File: src/rtl/rmii_rx_pkg.sv
package rmii_rx_pkg;

  localparam logic [31:0] CRC_POLY    = 32'hEDB88320;
  localparam logic [31:0] CRC_INIT    = 32'hFFFFFFFF;
  localparam logic [31:0] CRC_RESIDUE = 32'hDEBB20E3;

  localparam logic [1:0] DIBIT_IDLE  = 2'b00;
  localparam logic [1:0] DIBIT_PRE   = 2'b01;
  localparam logic [1:0] DIBIT_START = 2'b11;

  typedef enum logic [1:0] {
    ST_IDLE,
    ST_HUNT,
    ST_PRE,
    ST_DATA
  } rxState_t;

  // strobes from control to datapath
  typedef struct packed {
    logic startFrame;
    logic takeDibit;
    logic endFrame;
    logic inData;
  } rxStrobes_t;

  function automatic logic [31:0] crcByte(input logic [31:0] crcIn,
                                          input logic [7:0]  dataIn);
    logic [31:0] c;
    c = crcIn ^ {24'd0, dataIn};
    for (int b = 0; b < 8; b++) begin
      if (c[0]) c = (c >> 1) ^ CRC_POLY;
      else      c = c >> 1;
    end
    return c;
  endfunction

endpackage

File: src/rtl/rmii_rx_ctrl.sv
module rmii_rx_ctrl
  import rmii_rx_pkg::*;
(
  input  logic       clk,
  input  logic       rst,
  input  logic       rxValid,
  input  logic [1:0] rxDibit,
  output rxStrobes_t strobes
);

  rxState_t state, stateNext;

  always_ff @(posedge clk) begin
    if (rst) state <= ST_IDLE;
    else     state <= stateNext;
  end

  always_comb begin
    stateNext = state;
    strobes   = '0;
    if (!rxValid) begin
      stateNext = ST_IDLE;
      if (state != ST_IDLE) begin
        strobes.endFrame = 1'b1;
        strobes.inData   = (state == ST_DATA);
      end
    end else begin
      unique case (state)
        ST_IDLE, ST_HUNT: begin
          if (rxDibit == DIBIT_PRE) stateNext = ST_PRE;
          else                      stateNext = ST_HUNT;
        end
        ST_PRE: begin
          if (rxDibit == DIBIT_START) begin
            stateNext          = ST_DATA;
            strobes.startFrame = 1'b1;
          end else if (rxDibit != DIBIT_PRE) begin
            stateNext = ST_HUNT;
          end
        end
        ST_DATA: begin
          strobes.takeDibit = 1'b1;
        end
        default: stateNext = ST_IDLE;
      endcase
    end
  end

  // data state is only reached through a start dibit after preamble
  a_r3_sfd_entry: assert property (@(posedge clk) disable iff (rst)
    (state == ST_DATA) |->
      $past(state == ST_DATA || (state == ST_PRE && rxValid && rxDibit == DIBIT_START)));

  // no strobe pair ever fires together
  a_r2_one_strobe: assert property (@(posedge clk) disable iff (rst)
    $onehot0({strobes.startFrame, strobes.takeDibit, strobes.endFrame}));

  // a drop of carrier always lands the control in idle
  a_r10_drop_idle: assert property (@(posedge clk) disable iff (rst)
    !rxValid |=> state == ST_IDLE);

endmodule

File: src/rtl/rmii_rx_dp.sv
module rmii_rx_dp
  import rmii_rx_pkg::*;
#(
  parameter int COUNT_W   = 12,
  parameter int MIN_FRAME = 64
) (
  input  logic               clk,
  input  logic               rst,
  input  logic [1:0]         rxDibit,
  input  rxStrobes_t         strobes,
  output logic [7:0]         byteData,
  output logic               byteValid,
  output logic               frameEnd,
  output logic               frameGood,
  output logic [COUNT_W-1:0] byteCount
);

  localparam logic [COUNT_W-1:0] COUNT_MAX = {COUNT_W{1'b1}};
  localparam logic [COUNT_W-1:0] COUNT_MIN = COUNT_W'(MIN_FRAME);

  logic [1:0]  phase;
  logic [5:0]  partial;
  logic [7:0]  fullByte;
  logic [31:0] crcReg;

  assign fullByte = {rxDibit, partial};

  always_ff @(posedge clk) begin
    if (rst) begin
      phase     <= '0;
      partial   <= '0;
      crcReg    <= CRC_INIT;
      byteCount <= '0;
      byteData  <= '0;
      byteValid <= 1'b0;
      frameEnd  <= 1'b0;
      frameGood <= 1'b0;
    end else begin
      byteValid <= 1'b0;
      frameEnd  <= 1'b0;
      frameGood <= 1'b0;
      if (strobes.startFrame) begin
        phase     <= '0;
        crcReg    <= CRC_INIT;
        byteCount <= '0;
      end else if (strobes.takeDibit) begin
        partial <= fullByte[7:2];
        phase   <= phase + 2'd1;
        if (phase == 2'd3) begin
          byteData  <= fullByte;
          byteValid <= 1'b1;
          crcReg    <= crcByte(crcReg, fullByte);
          if (byteCount != COUNT_MAX) byteCount <= byteCount + 1'b1;
        end
      end
      if (strobes.endFrame) begin
        frameEnd  <= 1'b1;
        frameGood <= strobes.inData && (phase == 2'd0) &&
                     (byteCount >= COUNT_MIN) && (crcReg == CRC_RESIDUE);
      end
    end
  end

  // a byte strobe follows a consumed dibit
  a_r4_strobe_source: assert property (@(posedge clk) disable iff (rst)
    byteValid |-> $past(strobes.takeDibit));

  // end pulse is a single cycle
  a_r10_single_end: assert property (@(posedge clk) disable iff (rst)
    frameEnd |=> !frameEnd);

  // verdict only alongside the end pulse
  a_r10_good_at_end: assert property (@(posedge clk) disable iff (rst)
    frameGood |-> frameEnd);

  // a good verdict implies the minimum length
  a_r9_min_length: assert property (@(posedge clk) disable iff (rst)
    frameGood |-> byteCount >= COUNT_MIN);

  // the count never wraps downward except at a delimiter
  a_r11_no_overflow: assert property (@(posedge clk) disable iff (rst)
    !strobes.startFrame |=> byteCount >= $past(byteCount));

endmodule

File: src/rtl/rmii_rx_deframer.sv
module rmii_rx_deframer
  import rmii_rx_pkg::*;
#(
  parameter int COUNT_W   = 12,
  parameter int MIN_FRAME = 64
) (
  input  logic               clk,
  input  logic               rst,
  input  logic               rxValid,
  input  logic [1:0]         rxDibit,
  output logic [7:0]         byteData,
  output logic               byteValid,
  output logic               frameEnd,
  output logic               frameGood,
  output logic [COUNT_W-1:0] byteCount
);

  rxStrobes_t strobes;

  rmii_rx_ctrl u_ctrl (
    .clk     (clk),
    .rst     (rst),
    .rxValid (rxValid),
    .rxDibit (rxDibit),
    .strobes (strobes)
  );

  rmii_rx_dp #(
    .COUNT_W   (COUNT_W),
    .MIN_FRAME (MIN_FRAME)
  ) u_dp (
    .clk       (clk),
    .rst       (rst),
    .rxDibit   (rxDibit),
    .strobes   (strobes),
    .byteData  (byteData),
    .byteValid (byteValid),
    .frameEnd  (frameEnd),
    .frameGood (frameGood),
    .byteCount (byteCount)
  );

endmodule

File: config.mk
export PLATFORM = sky130hd
export DESIGN_NAME = rmii_rx_deframer
export DESIGN_NICKNAME = d
export VERILOG_FILES = /design/src/rtl/rmii_rx_pkg.sv /design/src/rtl/rmii_rx_ctrl.sv /design/src/rtl/rmii_rx_dp.sv /design/src/rtl/rmii_rx_deframer.sv
export SDC_FILE = /design/constraint.sdc
export NUM_CORES = 1
export LEC_CHECK = 0
export BUFFER_PORTS_ARGS = -buffer_cell sky130_fd_sc_hd__buf_2
export CAP_MARGIN = 10
export CELL_PAD_IN_SITES_DETAIL_PLACEMENT = 1
export CELL_PAD_IN_SITES_GLOBAL_PLACEMENT = 1
export CORE_MARGIN = 2
export CORE_UTILIZATION = 35
export CTS_CLUSTER_SIZE = 30
export DETAILED_ROUTE_END_ITERATION = 8
export MAX_ROUTING_LAYER = met4
export PLACE_DENSITY_LB_ADDON = 0.1
export SLEW_MARGIN = 0
export SYNTH_ARGS = -nofsm -noshare
export SYNTH_HDL_FRONTEND = slang
export SYNTH_SLANG_ARGS = --single-unit
File: constraint.sdc
create_clock -name clk -period 4.8 [get_ports clk]
set_clock_uncertainty 0.1 [all_clocks]
set_input_delay 0.96 -clock clk [delete_from_list [all_inputs] [get_ports clk]]
set_output_delay 0.96 -clock clk [all_outputs]
set_load 0.02 [all_outputs]
==> summary.log <==
[outcome] result of the run finished, final reports clean
[hold_path] Hold Path Cell Cnt 2
[clock_tree] Num Clock Sinks 65
[pwr] P_sw 0.2510 mW
[worst_setup_path] arrival time reported for the critical path endpoint 2.71 ns
[synthesis] part of the Yosys area used for sequential elements 39.68%
[route] Avg Vias per Cell 5.104
[worst_setup_path] cells along the critical path buf_2 -> xnor2_2 -> xor2_4 -> xnor2_1 -> xnor3_1 -> o21ai_1
[timing] setup repair after global routing missed its margin no
[timing] count of final hold-check violations 0
[clock_tree] deepest clock path buffer count 2
[flow_run] count of max-cap constraint violations 0
[clock_tree] buffer count from post-CTS setup fixing 0
[pwr] PwrDens 302.0 nW/um2
[pwr] Design Power 1.131 mW
[die] die boundary width 100.8 um
[hold_path] Worst Min Path Start u_dp.byteData[1]
[hold_path] Endpoint, Worst Hold u_dp.byteData[1]
[route] number of nets with antenna violations after detailed routing 0
[timing] time the worst path needs with I/O delays and setup 2.538 ns
[timing] relative max-transition margin 31.61%
[synthesis] Netlist cell types 40
[worst_setup_path] maximum net fanout on the critical path 7
[worst_setup_path] Slowest Stage Delay on Critical Path 0.45 ns
[clock_tree] buffer type at the clock tree root sky130_fd_sc_hd__clkbuf_8
[hold_path] worst hold path type flop to flop
[timing] # setup viols final 0
[die] floorplan die height 100.8 um
[worst_setup_path] family of cells with the greatest summed delay on the critical path XOR/XNOR gates
[clock_tree] H-tree levels 3
[route] WL/cell 16.77 um
[worst_setup_path] Data required, critical path 4.97 ns
[pwr] sequential fraction of design power 47.9%
[worst_setup_path] register-to-register setup slack 2.56 ns
[synthesis] count of warnings emitted by yosys 0
[synthesis] post-synth design cell area 3279 um2
[synthesis] post-synthesis share of cell area spent on full adders, half adders and majority gates 1.526%
[clock_tree] clock latency of the later-clocked register in the worst-skew pair 0.34 ns
[worst_setup_path] Crit Path Category primary input to flop
[synthesis] fraction of the mapped netlist area in simple logic gates 18.70%
[placed_design] RePlAce Congestion 0.7674
[die] Row Count 35
[synthesis] portion of netlist area occupied by mux cells 0.3052%
[synthesis] post-synthesis net count 363
[route] number of design rule violations left after detail routing 0
[die] Initial Utilization 35.83%
[route] total number of vias 2511
[final_layout] number of antenna repair diodes 0
[synthesis] Compound-Gate Fraction of Synth Area 11.18%
[placed_design] IO Port Bufs 27
[final_layout] Synth-to-Final Area Change 14.15%
[timing] maximum operating frequency 394.0 MHz
[worst_setup_path] buffer and inverter count on the worst path 1
[clock_tree] Resized cells post-CTS 0
[placed_design] detailed placement HPWL 5.814 mm
[worst_setup_path] destination of the worst register-to-register timing path u_dp.crcReg[22]
[final_layout] number of standard cells in the layout, taps in and fillers out 492
[placed_design] number of placed instances, taps included 476
[pwr] logic gate share of total power 4.6%
[clock_tree] number of buffers added by the clock tree synthesis step 9
[timing] final sum of negative setup slack 0 ns
[timing] Slew @ Worst Pin 1.022 ns
[worst_setup_path] CP max stage cell sky130_fd_sc_hd__xnor2_2
[synthesis] parity-gate share of the synthesized area counting xor and xnor cells 25.72%
[die] IO Pins 28
[die] Die ar. 10160 um2
[die] core area 9153 um2
[synthesis] top_reg_cell synth sky130_fd_sc_hd__dfxtp_1
[route] violation count after the first detailed-routing iteration 73
[global_routing] antenna violations before repair 0
[global_routing] number of global-route vias before repair 2451
[clock_tree] TritonCTS clock tree built
[worst_setup_path] Reg2Reg Depth 5
[pwr] IR Drop Worst-Case VDD 104.8 uV
[worst_setup_path] critical path launch point type primary input
[pwr] Int Pwr 0.8796 mW
[worst_setup_path] Critical R2R Launch u_dp.partial[2]
[synthesis] async set-or-reset flop fraction in the synthesized netlist 0%
[clock_tree] clock slew at the register clock pins of the worst setup and hold paths 0.07 ns
[synthesis] number of synthesized flops with an enable pin 0
[synthesis] Post-Synthesis Cells 354
[global_routing] global routing usage summed across all routing layers 17.98%
[clock_tree] number of buffers inserted by hold repair at cts 0
[timing] max-slew violations 0
[route] wirelength, routed 8.252 mm
[global_routing] total grt overflow 0
[synthesis] Mapped Avg Cell Area 9.264 um2
[pwr] clock network fraction of total power 47.5%
[synthesis] FF+latch count, synth 65
[route] number of detailed-route iterations in the first pass 4
[pwr] leakage component of the power 1.552 nW
[global_routing] pin count of the biggest net entering global routing 73
[pwr] switching share of total power 22.20%
[synthesis] combinational family with the most area after synthesis XOR/XNOR gates
[final_layout] number of nets in the final layout 385
[final_layout] share of cells above drive strength 1 16.01%
[timing] ratio of final minimum period to clock period 52.88%
[timing] worst hold slack 0.3495 ns
[worst_setup_path] Setup crit end kind flop
[global_routing] wire length of the first global-routing pass 13.51 mm
-- worst register-to-register path, stage by stage (launching register included) --
cell and delay [ns]:
sky130_fd_sc_hd__dfxtp_1 0.37, sky130_fd_sc_hd__xnor2_2 0.52, sky130_fd_sc_hd__xnor2_2 0.26, sky130_fd_sc_hd__xnor2_1 0.41
sky130_fd_sc_hd__xnor3_1 0.32, sky130_fd_sc_hd__o211ai_1 0.18
-- power groups by stage --
| stage | Sequential, mW | Clock (mW) | Combinational, mW |
|---|---|---|---|
| detailed placement | 0.554 | 0 | 0.0518 |
| CTS | 0.541 | 0.552 | 0.0524 |
| global placement | 0.554 | 0 | 0.0516 |
| global route | 0.542 | 0.576 | 0.0566 |
| finish | 0.542 | 0.537 | 0.0519 |
| floorplan | 0.554 | 0 | 0.0374 |
-- layout by cell type (no fill, tap or decap), types with 4 or more instances in the layout --
cell type and count:
sky130_fd_sc_hd__nand2_1 66, sky130_fd_sc_hd__dfxtp_1 65, sky130_fd_sc_hd__xnor2_1 39, sky130_fd_sc_hd__o211ai_1 30, sky130_fd_sc_hd__buf_2 27, sky130_fd_sc_hd__xor2_1 22, sky130_fd_sc_hd__a21oi_1 17, sky130_fd_sc_hd__nor2_1 17
sky130_fd_sc_hd__clkbuf_8 11, sky130_fd_sc_hd__xnor2_2 9, sky130_fd_sc_hd__inv_1 8, sky130_fd_sc_hd__nand4_1 8, sky130_fd_sc_hd__nor3_1 8, sky130_fd_sc_hd__nand3_1 7, sky130_fd_sc_hd__nor4_1 4, sky130_fd_sc_hd__ha_1 4
-- per-layer routing --
layer	track usage [%]	share of wire [%]	wire [um]	up-vias
met4	7.692	2.0	162	0
li1	-	-	-	1258
met3	2.705	2.2	179	13
met5	-	0	0	-
met1	23.63	49	4026	1209
met2	27.54	47	3883	31
-- layout make-up --
cell class	instances	area [um2]
Clock buffer	11	151.4
Clock inverter	5	77.57
Fill cell	1054	5409
Inverter	8	30.03
Multi-Input combinational cell	264	1902
Sequential cell	65	1301
Tap cell	111	138.9
Timing Repair Buffer	28	142.6
-- state kept, by name, indices dropped and copies added (netlist names) --
signal and flops:
u_dp.phase 2, u_dp.partial 6, u_ctrl.state 2, u_dp.crcReg 32, u_dp.byteValid 1, u_dp.frameEnd 1, u_dp.frameGood 1, u_dp.byteCount 12
u_dp.byteData 8
-- kinds of logic (layout without fill, tap and decap cells) --
group	count (synthesis)	after routing
simple gates	127	127
xor+xnor	77	77
buf+inv	25	52
compound gates	55	55
fa+ha+maj	4	4
flops	65	65
mux	1	1
-- worst max path at each step --
stage,startpoint,depth (start not counted),end,slack (ns)
6_report,rxDibit[0],6,u_dp.crcReg[19],2.26
2_1_floorplan,rxDibit[0],5,u_dp.crcReg[26],2.29
5_1_grt,rxDibit[0],6,u_dp.crcReg[19],2.12
3_3_place_gp,rxDibit[0],6,u_dp.crcReg[26],1.97
3_5_place_dp,rxDibit[0],6,u_dp.crcReg[26],1.93
4_1_cts,rxDibit[0],6,u_dp.crcReg[26],2.28
-- metrics by stage --
stage / utilization, % / worst slack [ns] / cell area [um2]
final: 40.90 / 2.262 / 3744
after global routing: 40.90 / 2.123 / 3744
after CTS: 40.90 / 2.283 / 3744
after detailed placement: 38.40 / 1.927 / 3515
after global placement: 38.40 / 1.971 / 3515
after floorplan: - / 2.289 / 3279
-- Yosys cell counts (7+ instances only) --
cell type | n | area [um2]
sky130_fd_sc_hd__xnor2_1 | 39 | 341.6
sky130_fd_sc_hd__a21oi_1 | 17 | 85.08
sky130_fd_sc_hd__inv_1 | 8 | 30.03
sky130_fd_sc_hd__nand4_1 | 8 | 50.05
sky130_fd_sc_hd__clkbuf_1 | 15 | 56.30
sky130_fd_sc_hd__nor2_1 | 17 | 63.81
sky130_fd_sc_hd__xor2_1 | 22 | 192.7
sky130_fd_sc_hd__nand3_1 | 7 | 35.03
sky130_fd_sc_hd__nand2_1 | 66 | 247.7
sky130_fd_sc_hd__xnor2_2 | 9 | 146.4
sky130_fd_sc_hd__dfxtp_1 | 65 | 1301
sky130_fd_sc_hd__o211ai_1 | 30 | 225.2
sky130_fd_sc_hd__nor3_1 | 8 | 40.04
(Power assumes the default switching activity.)
